$ cat src/rtl/i2cp_pkg.sv
package i2cp_pkg;

    localparam int BYTE_W = 8;

    typedef logic [BYTE_W-1:0] byte_t;

    typedef enum logic [2:0] {
        S_IDLE,
        S_ADDR,
        S_ADDR_ACK,
        S_RX,
        S_RX_ACK,
        S_TX,
        S_TX_ACK,
        S_IGNORE
    } bus_state_e;

    // Events derived from the filtered bus lines, one system cycle wide.
    typedef struct packed {
        logic start;
        logic stop;
        logic scl_rise;
        logic scl_fall;
        logic sda;
    } bus_ev_t;

    function automatic logic addr_hit(byte_t b, logic [6:0] own);
        return b[7:1] == own;
    endfunction

endpackage

$ cat src/rtl/i2cp_deglitch.sv
module i2cp_deglitch #(
    parameter int SPIKE_CYC = 4
) (
    input  logic clk,
    input  logic rst,
    input  logic raw_i,
    output logic clean_o
);
    localparam int SYNC_W = 2;

    logic [SYNC_W-1:0]    sync_q;
    logic [SPIKE_CYC-1:0] hist_q;

    always_ff @(posedge clk) begin
        if (rst) begin
            sync_q  <= '1;
            hist_q  <= '1;
            clean_o <= 1'b1;
        end else begin
            sync_q <= {sync_q[SYNC_W-2:0], raw_i};
            hist_q <= {hist_q[SPIKE_CYC-2:0], sync_q[SYNC_W-1]};
            if (&hist_q)
                clean_o <= 1'b1;
            else if (~|hist_q)
                clean_o <= 1'b0;
        end
    end

endmodule

$ cat src/rtl/i2cp_bus_events.sv
module i2cp_bus_events
    import i2cp_pkg::*;
(
    input  logic    clk,
    input  logic    rst,
    input  logic    scl_i,
    input  logic    sda_i,
    output bus_ev_t ev_o
);
    logic scl_q, sda_q;

    always_ff @(posedge clk) begin
        if (rst) begin
            scl_q <= 1'b1;
            sda_q <= 1'b1;
        end else begin
            scl_q <= scl_i;
            sda_q <= sda_i;
        end
    end

    always_comb begin
        ev_o.start    = scl_i & scl_q & sda_q & ~sda_i;
        ev_o.stop     = scl_i & scl_q & ~sda_q & sda_i;
        ev_o.scl_rise = scl_i & ~scl_q;
        ev_o.scl_fall = ~scl_i & scl_q;
        ev_o.sda      = sda_i;
    end

endmodule

$ cat src/rtl/i2cp_reg_bank.sv
module i2cp_reg_bank
    import i2cp_pkg::*;
#(
    parameter int NUM_REGS = 4,
    parameter int IDX_W    = 2
) (
    input  logic                     clk,
    input  logic                     clear_i,
    input  logic                     wr_en_i,
    input  logic [IDX_W-1:0]         wr_idx_i,
    input  byte_t                    wr_data_i,
    input  logic                     commit_i,
    input  logic [IDX_W-1:0]         rd_idx_i,
    output byte_t                    rd_data_o,
    output logic [NUM_REGS*8-1:0]    live_o
);
    byte_t shadow_q [NUM_REGS];
    byte_t live_q   [NUM_REGS];

    for (genvar g = 0; g < NUM_REGS; g++) begin : g_reg
        always_ff @(posedge clk) begin
            if (clear_i) begin
                shadow_q[g] <= '0;
                live_q[g]   <= '0;
            end else begin
                if (wr_en_i && wr_idx_i == IDX_W'(g))
                    shadow_q[g] <= wr_data_i;
                if (commit_i)
                    live_q[g] <= shadow_q[g];
            end
        end
        assign live_o[g*8 +: 8] = live_q[g];
    end

    assign rd_data_o = live_q[rd_idx_i];

endmodule

$ cat src/rtl/i2c_regport_top.sv
module i2c_regport_top
    import i2cp_pkg::*;
#(
    parameter logic [6:0] SLAVE_ADDR = 7'h45,
    parameter int         NUM_REGS   = 4,
    parameter int         SPIKE_CYC  = 4
) (
    input  logic                   clk,
    input  logic                   rst,
    input  logic                   supply_good,
    input  logic                   scl_i,
    input  logic                   sda_i,
    output logic                   sda_oe_o,
    output logic [NUM_REGS*8-1:0]  regs_o
);
    localparam int IDX_W = (NUM_REGS > 1) ? $clog2(NUM_REGS) : 1;

    logic       clr;
    logic       scl_f, sda_f;
    bus_ev_t    ev;
    bus_state_e st;
    logic [3:0] bitcnt;
    byte_t      sh;
    logic [IDX_W-1:0] ptr, rd_idx;
    logic       first_byte, pending, rw, mack;
    logic       wr_en, commit;
    byte_t      rd_data;

    assign clr = rst | ~supply_good;

    // Separate filters so each line rejects its own spikes.
    i2cp_deglitch #(.SPIKE_CYC(SPIKE_CYC)) u_flt_scl (
        .clk(clk), .rst(clr), .raw_i(scl_i), .clean_o(scl_f)
    );
    i2cp_deglitch #(.SPIKE_CYC(SPIKE_CYC)) u_flt_sda (
        .clk(clk), .rst(clr), .raw_i(sda_i), .clean_o(sda_f)
    );

    i2cp_bus_events u_ev (
        .clk(clk), .rst(clr), .scl_i(scl_f), .sda_i(sda_f), .ev_o(ev)
    );

    // Data byte complete at the falling edge after its 8th bit.
    assign wr_en  = (st == S_RX) && ev.scl_fall && (bitcnt == 4'd8) && !first_byte;
    assign commit = ev.stop && pending;
    assign rd_idx = (st == S_TX_ACK) ? ptr + IDX_W'(1) : ptr;

    i2cp_reg_bank #(.NUM_REGS(NUM_REGS), .IDX_W(IDX_W)) u_bank (
        .clk(clk), .clear_i(clr),
        .wr_en_i(wr_en), .wr_idx_i(ptr), .wr_data_i(sh),
        .commit_i(commit),
        .rd_idx_i(rd_idx), .rd_data_o(rd_data),
        .live_o(regs_o)
    );

    always_ff @(posedge clk) begin
        if (clr) begin
            st         <= S_IDLE;
            bitcnt     <= '0;
            sh         <= '0;
            ptr        <= '0;
            first_byte <= 1'b0;
            pending    <= 1'b0;
            rw         <= 1'b0;
            mack       <= 1'b0;
            sda_oe_o   <= 1'b0;
        end else if (ev.start) begin
            st         <= S_ADDR;
            bitcnt     <= '0;
            first_byte <= 1'b1;
            sda_oe_o   <= 1'b0;
        end else if (ev.stop) begin
            st       <= S_IDLE;
            pending  <= 1'b0;
            sda_oe_o <= 1'b0;
        end else begin
            unique case (st)
                S_ADDR: begin
                    if (ev.scl_rise) begin
                        sh     <= {sh[6:0], ev.sda};
                        bitcnt <= bitcnt + 4'd1;
                    end else if (ev.scl_fall && bitcnt == 4'd8) begin
                        bitcnt <= '0;
                        if (addr_hit(sh, SLAVE_ADDR)) begin
                            rw       <= sh[0];
                            sda_oe_o <= 1'b1;
                            st       <= S_ADDR_ACK;
                        end else begin
                            st <= S_IGNORE;
                        end
                    end
                end
                S_ADDR_ACK: begin
                    if (ev.scl_fall) begin
                        bitcnt <= '0;
                        if (rw) begin
                            sh       <= rd_data;
                            sda_oe_o <= ~rd_data[7];
                            st       <= S_TX;
                        end else begin
                            sda_oe_o <= 1'b0;
                            st       <= S_RX;
                        end
                    end
                end
                S_RX: begin
                    if (ev.scl_rise) begin
                        sh     <= {sh[6:0], ev.sda};
                        bitcnt <= bitcnt + 4'd1;
                    end else if (ev.scl_fall && bitcnt == 4'd8) begin
                        sda_oe_o <= 1'b1;
                        st       <= S_RX_ACK;
                        if (first_byte) begin
                            ptr        <= sh[IDX_W-1:0];
                            first_byte <= 1'b0;
                        end else begin
                            ptr     <= ptr + IDX_W'(1);
                            pending <= 1'b1;
                        end
                    end
                end
                S_RX_ACK: begin
                    if (ev.scl_fall) begin
                        sda_oe_o <= 1'b0;
                        bitcnt   <= '0;
                        st       <= S_RX;
                    end
                end
                S_TX: begin
                    if (ev.scl_rise) begin
                        bitcnt <= bitcnt + 4'd1;
                    end else if (ev.scl_fall) begin
                        if (bitcnt == 4'd8) begin
                            sda_oe_o <= 1'b0;
                            st       <= S_TX_ACK;
                        end else begin
                            sh       <= {sh[6:0], 1'b0};
                            sda_oe_o <= ~sh[6];
                        end
                    end
                end
                S_TX_ACK: begin
                    if (ev.scl_rise) begin
                        mack <= ~ev.sda;
                    end else if (ev.scl_fall) begin
                        if (mack) begin
                            ptr      <= ptr + IDX_W'(1);
                            sh       <= rd_data;
                            sda_oe_o <= ~rd_data[7];
                            bitcnt   <= '0;
                            st       <= S_TX;
                        end else begin
                            st <= S_IGNORE;
                        end
                    end
                end
                default: ;
            endcase
        end
    end

    // live outputs move only on a STOP commit or a lockout clear.
    a_r3_live_hold: assert property (@(posedge clk) disable iff (rst)
        (supply_good && !ev.stop) |=> $stable(regs_o));

    // lockout empties every register by the next cycle.
    a_r7_lockout_zero: assert property (@(posedge clk) disable iff (rst)
        !supply_good |=> (regs_o == '0));

    // the pull-down is only on while acknowledging or sending data.
    a_r9_oe_only_when_owned: assert property (@(posedge clk) disable iff (rst)
        sda_oe_o |-> (st inside {S_ADDR_ACK, S_RX_ACK, S_TX}));

    // a START always restarts address reception.
    a_r1_start_restarts: assert property (@(posedge clk) disable iff (rst)
        (ev.start && supply_good) |=> (st == S_ADDR));

    // a foreign address byte is never acknowledged.
    a_r6_no_ack_foreign: assert property (@(posedge clk) disable iff (rst)
        (supply_good && st == S_ADDR && ev.scl_fall && bitcnt == 4'd8
         && !addr_hit(sh, SLAVE_ADDR)) |=> (!sda_oe_o && st == S_IGNORE));

endmodule

$ cat config.mk
export PLATFORM = sky130hd
export DESIGN_NAME = i2c_regport_top
export DESIGN_NICKNAME = d
export VERILOG_FILES = /design/src/rtl/i2cp_pkg.sv /design/src/rtl/i2cp_deglitch.sv /design/src/rtl/i2cp_bus_events.sv /design/src/rtl/i2cp_reg_bank.sv /design/src/rtl/i2c_regport_top.sv
export SDC_FILE = /design/constraint.sdc
export NUM_CORES = 1
export LEC_CHECK = 0
export BUFFER_PORTS_ARGS = -buffer_cell sky130_fd_sc_hd__buf_2
export CAP_MARGIN = 0
export CORE_MARGIN = 1.5
export CORE_UTILIZATION = 53
export DETAILED_ROUTE_END_ITERATION = 10
export HOLD_SLACK_MARGIN = 0.1
export PLACE_DENSITY = 0.72
export SYNTH_ARGS = -nofsm -noshare
export SYNTH_HDL_FRONTEND = slang
export SYNTH_HIERARCHICAL = 1
export SYNTH_SLANG_ARGS = --single-unit
$ cat constraint.sdc
create_clock -name clk -period 6.1 [get_ports clk]
set_input_delay 0.305 -clock clk [delete_from_list [all_inputs] [get_ports clk]]
set_output_delay 0.305 -clock clk [all_outputs]
set_load 0.05 [all_outputs]
Word-level counts from Yosys, hierarchy flattened
Memory sizes are Yosys's and may differ from the RTL's.
Cells that the tools add are included.
{ "op_classes": {"n_eq_ne": 45, "reduce_logical": 41, "bitwise": 26, "n_addsub": 2, "n_mux": 93} }
{ "op_table": {"columns": ["operator", "n"], "rows": [
  ["two-way mux 8 bit", 17],
  ["two-way mux 1 bit", 43],
  ["inequality test 4 bit, second input constant", 10],
  ["two-way mux 3 bit", 13],
  ["AND reduction 12 bit", 3],
  ["case mux 8 bit (4 select lines)", 1],
  ["inequality test 2 bit, second input constant", 15],
  ["two-way mux 4 bit", 7],
  ["case mux 3 bit (6 select lines)", 1],
  ["two-way mux 2 bit", 8],
  ["case mux 4 bit (4 select lines)", 1],
  ["AND reduction 4 bit", 4],
  ["AND reduction 8 bit", 2],
  ["inequality test 2 x 1 -> 1 bit, second input constant", 7],
  ["AND reduction 13 bit", 1],
  ["OR reduction 2 bit", 6],
  ["NOT 1 bit", 10],
  ["nonzero test 2 bit", 5],
  ["== test 3 bit, second input constant", 3],
  ["logical AND 1 bit", 9],
  ["OR 1 bit", 9],
  ["nonzero test 4 bit", 2],
  ["nonzero test 8 bit", 1],
  ["OR reduction 4 bit", 2],
  ["19 further kinds", 27]
]} }
{ "word_totals": {"ram_bits": 64, "in_bits": 5, "memories": 2, "wordCells": 227, "out_inout_bits": 33, "reg_bits": 38} }
{ "memory_table": {"columns": ["name", "depth", "word_bits", "read_ports", "rd_clocked_by_memory_dff", "wr", "line", "source"], "rows": [
  ["u_bank.live_q", 4, 8, 5, 0, 4, "i2cp_reg_bank.sv:18", "byte_t live_q [NUM_REGS];"],
  ["u_bank.shadow_q", 4, 8, 4, 0, 4, "i2cp_reg_bank.sv:17", "byte_t shadow_q [NUM_REGS];"]
]} }

Logic depth before layout (Yosys ltp)
{ "logic_depth": {"ltp_word": 10, "mapped_depth": 12, "depth_no_buf": 9} }

Hierarchy
Netlist, hierarchy kept.
{ "modules_own_cells": {"columns": ["module", "area_per_inst_um2", "n_inst", "cells_per_inst"], "rows": [
  ["i2cp_reg_bank", 2671.3, 1, 154],
  ["i2c_regport_top", 1561.5, 1, 197],
  ["i2cp_deglitch", 206.4, 2, 16],
  ["i2cp_bus_events", 92.6, 1, 9]
]} }

Least setup slack after synthesis
OpenSTA, ideal clock, no wires.
{ "synth_path": {"path_type": "register -> register", "start": "register st[1]", "end": "memory u_bank/shadow_q[1][0] (netlist bit) (enable)", "arrival_time_ps": 2057, "path_stages_with_launch": 8, "path_slack_ps": 3668, "required_ps": 5725, "path_buffers": 3, "cell_sequence": "dfxtp_1 > buf_4 > clkbuf_1 > clkbuf_1 > and3_1 > nor2b_1 > nand2b_1 > o21bai_1"} }
{ "synth_lines": {"columns": ["item", "line", "source"], "rows": [
  ["from (decl)", "i2c_regport_top.sv:21", "bus_state_e st;"],
  ["from (signal assigned)", "i2c_regport_top.sv:58", "st <= S_IDLE;"],
  ["from (signal assigned)", "i2c_regport_top.sv:68", "st <= S_ADDR;"],
  ["from (signal assigned)", "i2c_regport_top.sv:73", "st <= S_IDLE;"],
  ["to (decl)", "i2cp_reg_bank.sv:17", null]
]} }

Worst setup path in the final report
{ "layout_path": {"start": "register st[1]", "end": "register sda_oe_o"} }
{ "layout_between": {"elab_chain_len": 8} }
{ "layout_lines": {"columns": ["item", "line", "source"], "rows": [
  ["== test 3 bit *", "i2c_regport_top.sv:46", "assign rd_idx = (st == S_TX_ACK) ? ptr + IDX_W'(1) : ptr;"],
  ["two-way mux 2 bit *", "i2c_regport_top.sv:46", null],
  ["net rd_idx[0]", "i2c_regport_top.sv:24", "logic [IDX_W-1:0] ptr, rd_idx;"],
  ["memory (4 x 8 bit) *", null, null],
  ["net rd_data[7]", "i2c_regport_top.sv:27", "byte_t rd_data;"],
  ["NOT 1 bit *", "i2c_regport_top.sv:98, i2c_regport_top.sv:149", null],
  ["two-way mux 1 bit", "i2c_regport_top.sv:146", "if (mack) begin"],
  ["two-way mux 1 bit", "i2c_regport_top.sv:145", "end else if (ev.scl_fall) begin"],
  ["two-way mux 1 bit", "i2c_regport_top.sv:143", "if (ev.scl_rise) begin"],
  ["case mux 1 bit (6 select lines) *", "i2c_regport_top.sv:77", "unique case (st)"],
  ["to (signal assigned)", "i2c_regport_top.sv:98", "sda_oe_o <= ~rd_data[7];"],
  ["to (signal assigned)", "i2c_regport_top.sv:138", "sda_oe_o <= ~sh[6];"],
  ["to (signal assigned)", "i2c_regport_top.sv:149", "sda_oe_o <= ~rd_data[7];"],
  ["to (decl)", "i2c_regport_top.sv:13", "output logic sda_oe_o,"]
]} }
The timed path passes the listed nets; every way through them passes the cells marked *. The select of a mux whose other input is x is not followed.
A chain may end at the register's enable or synchronous reset.

==> results.md <==
* Crit path time final at 3.357 ns
* Multi-input gate area at ~1900 um^2
* Relative slew slack at 12.88%
* Power Density at 248.1 nW/um^2
* Die ar. at 9516 um^2
* Fin crit share at 55.03%
* H-Tree Depth at 3
* Max Root-Sink Buffers at 2
* Hold-fix buffers, CTS at 0
* Global Route Usage Sum at 20.31%
* Crit path kind: flop to flop
* Seq pwr share at 59.3%
* TritonCTS Buffers at 9
* Clk sink count at 102
* CP required at 6.41 ns
* Placed Instance Area at about 4900 um^2
* Crit-path max FO at 27
* Clock group share of total power at ~36%
* Worst vdd ir at 157.9 uV
* Antenna violations before repair at 0
* Hold slack at 0.1141 ns
* # IOs at 38
* TritonCTS clock tree: done
* Post-synthesis async set-or-reset flop share at 0%
* Drt first pass iters at 5
* Worst-Margin Slew at 1.307 ns
* Critical Path Source Type: flop
* Inserted Diodes at 0
* Gr ovfl total at 0
* Post-synthesis sequential area ratio at 56.61%
* Max Freq at a little under 300 MHz
* Worst path slowest cell: xnor2_1
* Number of global-route vias before repair at 2892
* Max-slew violation count at 0
* Vias post-DR at between 3000 and 4000
* Ys flop type: edfxtp_1
* Crit end category: flop
* Yosys warns at 6
* FP Rows at 34
* Fin nets at 426
* Register Area at about 2700 um^2
* Leak Pwr at slightly above 0.002 uW
* Max cap viols at 0
* First-pass GRT wire length at 15.08 mm
* Yosys reg bits at 102
* Drt total wl at 9.282 mm
* Final hold viol count at 0
* Outcome: finished, final reports clean
* Worst hold path class: input pin to flop
* Clock root buffer: clkbuf_8
* Combinational share of power at a little under 5%
* Cells after Synth at 392
* Sw Ratio at roughly a quarter
* Clock Latency Late Sink at 0.37 ns
* Initial core utilization at 54.60%
* Endpoints failing setup at 0
* # DRC at 0
* Syn Nets at 399
* 1st-iter DRT viols at 175
* Fillers at 714
* Die height at just under 100 um
* Switching power at 311.9 uW
* Routability cong. at 0.8150
* DP HPWL at 6.517 mm
* Avg Cell Area, Syn at ~12 um^2
* Internal power at between 900 and 1000 uW
* PostCTS Resize Cnt at 0
* Via/cell ratio at 5.716
* RSZ-0062 raised after global routing: false
* Clock transition at path regs at 0.11 ns
* Number of routed nets with antenna violations at 0
* CORE AREA at 8678 um^2
* Number of enable flip-flop cells after synthesis at between 60 and 70
* Post CTS Setup Buffer Count at 0
* Die W at 97.55 um
* Worst path cell trace: nand3b_1, xnor2_1, mux4_2, o21a_1, nor2_1, o211ai_1, mux2i_1
* Final instance area at 5146 um^2
* Clock skew at approximately 0.013 ns
* WP data arrival at 3.66 ns
* Largest stage delay, worst path at 0.99 ns
* Share of cells above drive strength 1 at between 20% and 30%
* Largest net degree at the start of global routing at 44
* # port buffers at 37
* Wirelength per Cell at around 17 um
* Total Neg Setup Slack at 0 ns
* Layout area overhead at 8.608%
* Distinct cells, synth at 66
* Post-Synthesis Cell Area at 4738 um^2
## layout by cell type (no fill, tap or decap), drive strengths merged, types with 3 or more instances in the layout
master	count
a31oi	3
o21bai	5
nand3	4
mux2i	10
or2	16
nand2b	6
nor3	5
mux4	8
inv	13
dfxtp	38
nor3b	4
edfxtp	64
nor2b	6
and4b	3
or3	3
nor2	19
clkinv	3
o21ai	10
a21oi	19
and3	4
a311oi	8
and2	66
clkbuf	9
nand2	12
buf	38
## final timing paths
path | cells past startpoint | slack, ns | endpoint | from
worst min register to register | 1 | 0.42 | u_flt_scl/sync_q[1]$_SDFF_PP1_ | u_flt_scl/sync_q[0]$_SDFF_PP1_
worst min-delay path | 2 | 0.11 | u_flt_scl/sync_q[0]$_SDFF_PP1_ | scl_i
worst max register to register | 7 | 2.74 | sda_oe_o$_SDFFE_PP0P_ | st[1]$_SDFFE_PP0P_
worst max-delay path | 7 | 2.74 | sda_oe_o$_SDFFE_PP0P_ | st[1]$_SDFFE_PP0P_
## metrics by stage
step | worst slack [ns] | cells | power, uW | util, %
global route | 2.408 | 532 | 1319 | 59.30
global placement | 2.874 | 516 | 835.6 | 56.75
CTS | 2.778 | 532 | 1287 | 59.30
detailed placement | 2.805 | 516 | 837.2 | 56.75
finish | 2.743 | 532 | 1277 | 59.30
floorplan | 3.668 | 392 | 819.2 | -
## sequential cells by signal, indices dropped and copies added, names as in the netlist, 3 cells and up
register and cells:
st 3, bitcnt 4, u_bank/live_q 32, sh 8, u_flt_scl/hist_q 4, u_flt_sda/hist_q 4
u_bank/shadow_q 32
## cell families after synthesis
group,count (synthesis),synth area share (%)
AND/OR/NAND/NOR,164,22.05
flip-flops,102,56.61
adder cells (fa/ha/maj),2,0.5280
buffers and inverters,32,3.776
multiplexers,19,6.153
XOR/XNOR,3,0.5546
AO/OA/AOI/OAI,70,10.33
## area by class of cell
type | count | area share, %
multi-input cells | 258 | 36.47
flip-flops and latches | 102 | 52.13
clock buffers | 9 | 2.407
clock inverters | 7 | 1.896
well taps | 108 | 2.626
repair buffers | 38 | 3.744
inverters | 10 | 0.7294
## cells in the mapped netlist (all sizes together) (3+ instances only)
cell    count  area, um^2
nand2b      6       37.54
and4b       3       31.28
clkbuf     10       38.78
nor2       19       71.32
a21oi      19       95.09
mux4        8       180.2
nor2b       6       45.04
inv        10       37.54
nand2      12       45.04
and3        4       25.02
nor3b       4       30.03
nor3        5       25.02
buf        11       90.08
and2       66       412.9
mux2i      10       100.1
or2        16       100.1
a311oi      8       70.07
dfxtp      38       760.7
edfxtp     64        1922
or3         3       18.77
o21bai      5       37.54
a31oi       3       18.77
nand3       4       20.02
o21ai      10       50.05
## layer usage
layer | global-route usage (%) | wire [um] | vias to the layer above
li1 | - | - | 1492
met1 | 28.64 | 4307 | 1482
met2 | 32.10 | 4501 | 61
met3 | 4.388 | 401 | 6
met4 | 5.385 | 73 | 0
met5 | 0 | 0 | -
## power groups by stage
stage               combinational [uW]  sequential (uW)  clock, uW
global placement                  63.1              772          0
CTS                               64.0              757        466
detailed placement                63.9              773          0
finish                            63.1              757        457
global route                      66.2              759        493
floorplan                         18.3              801          0
## worst max-delay path: cells and delay by family (launching register included)
family / cells / cell delay (ns)
xor gates and xnor gates: 1 / 0.99
AOI/OAI and AO/OA: 2 / 0.28
DFF: 1 / 0.87
and+or+nand+nor: 2 / 0.36
muxes: 2 / 0.78
Power figures use the tool's default switching activity.
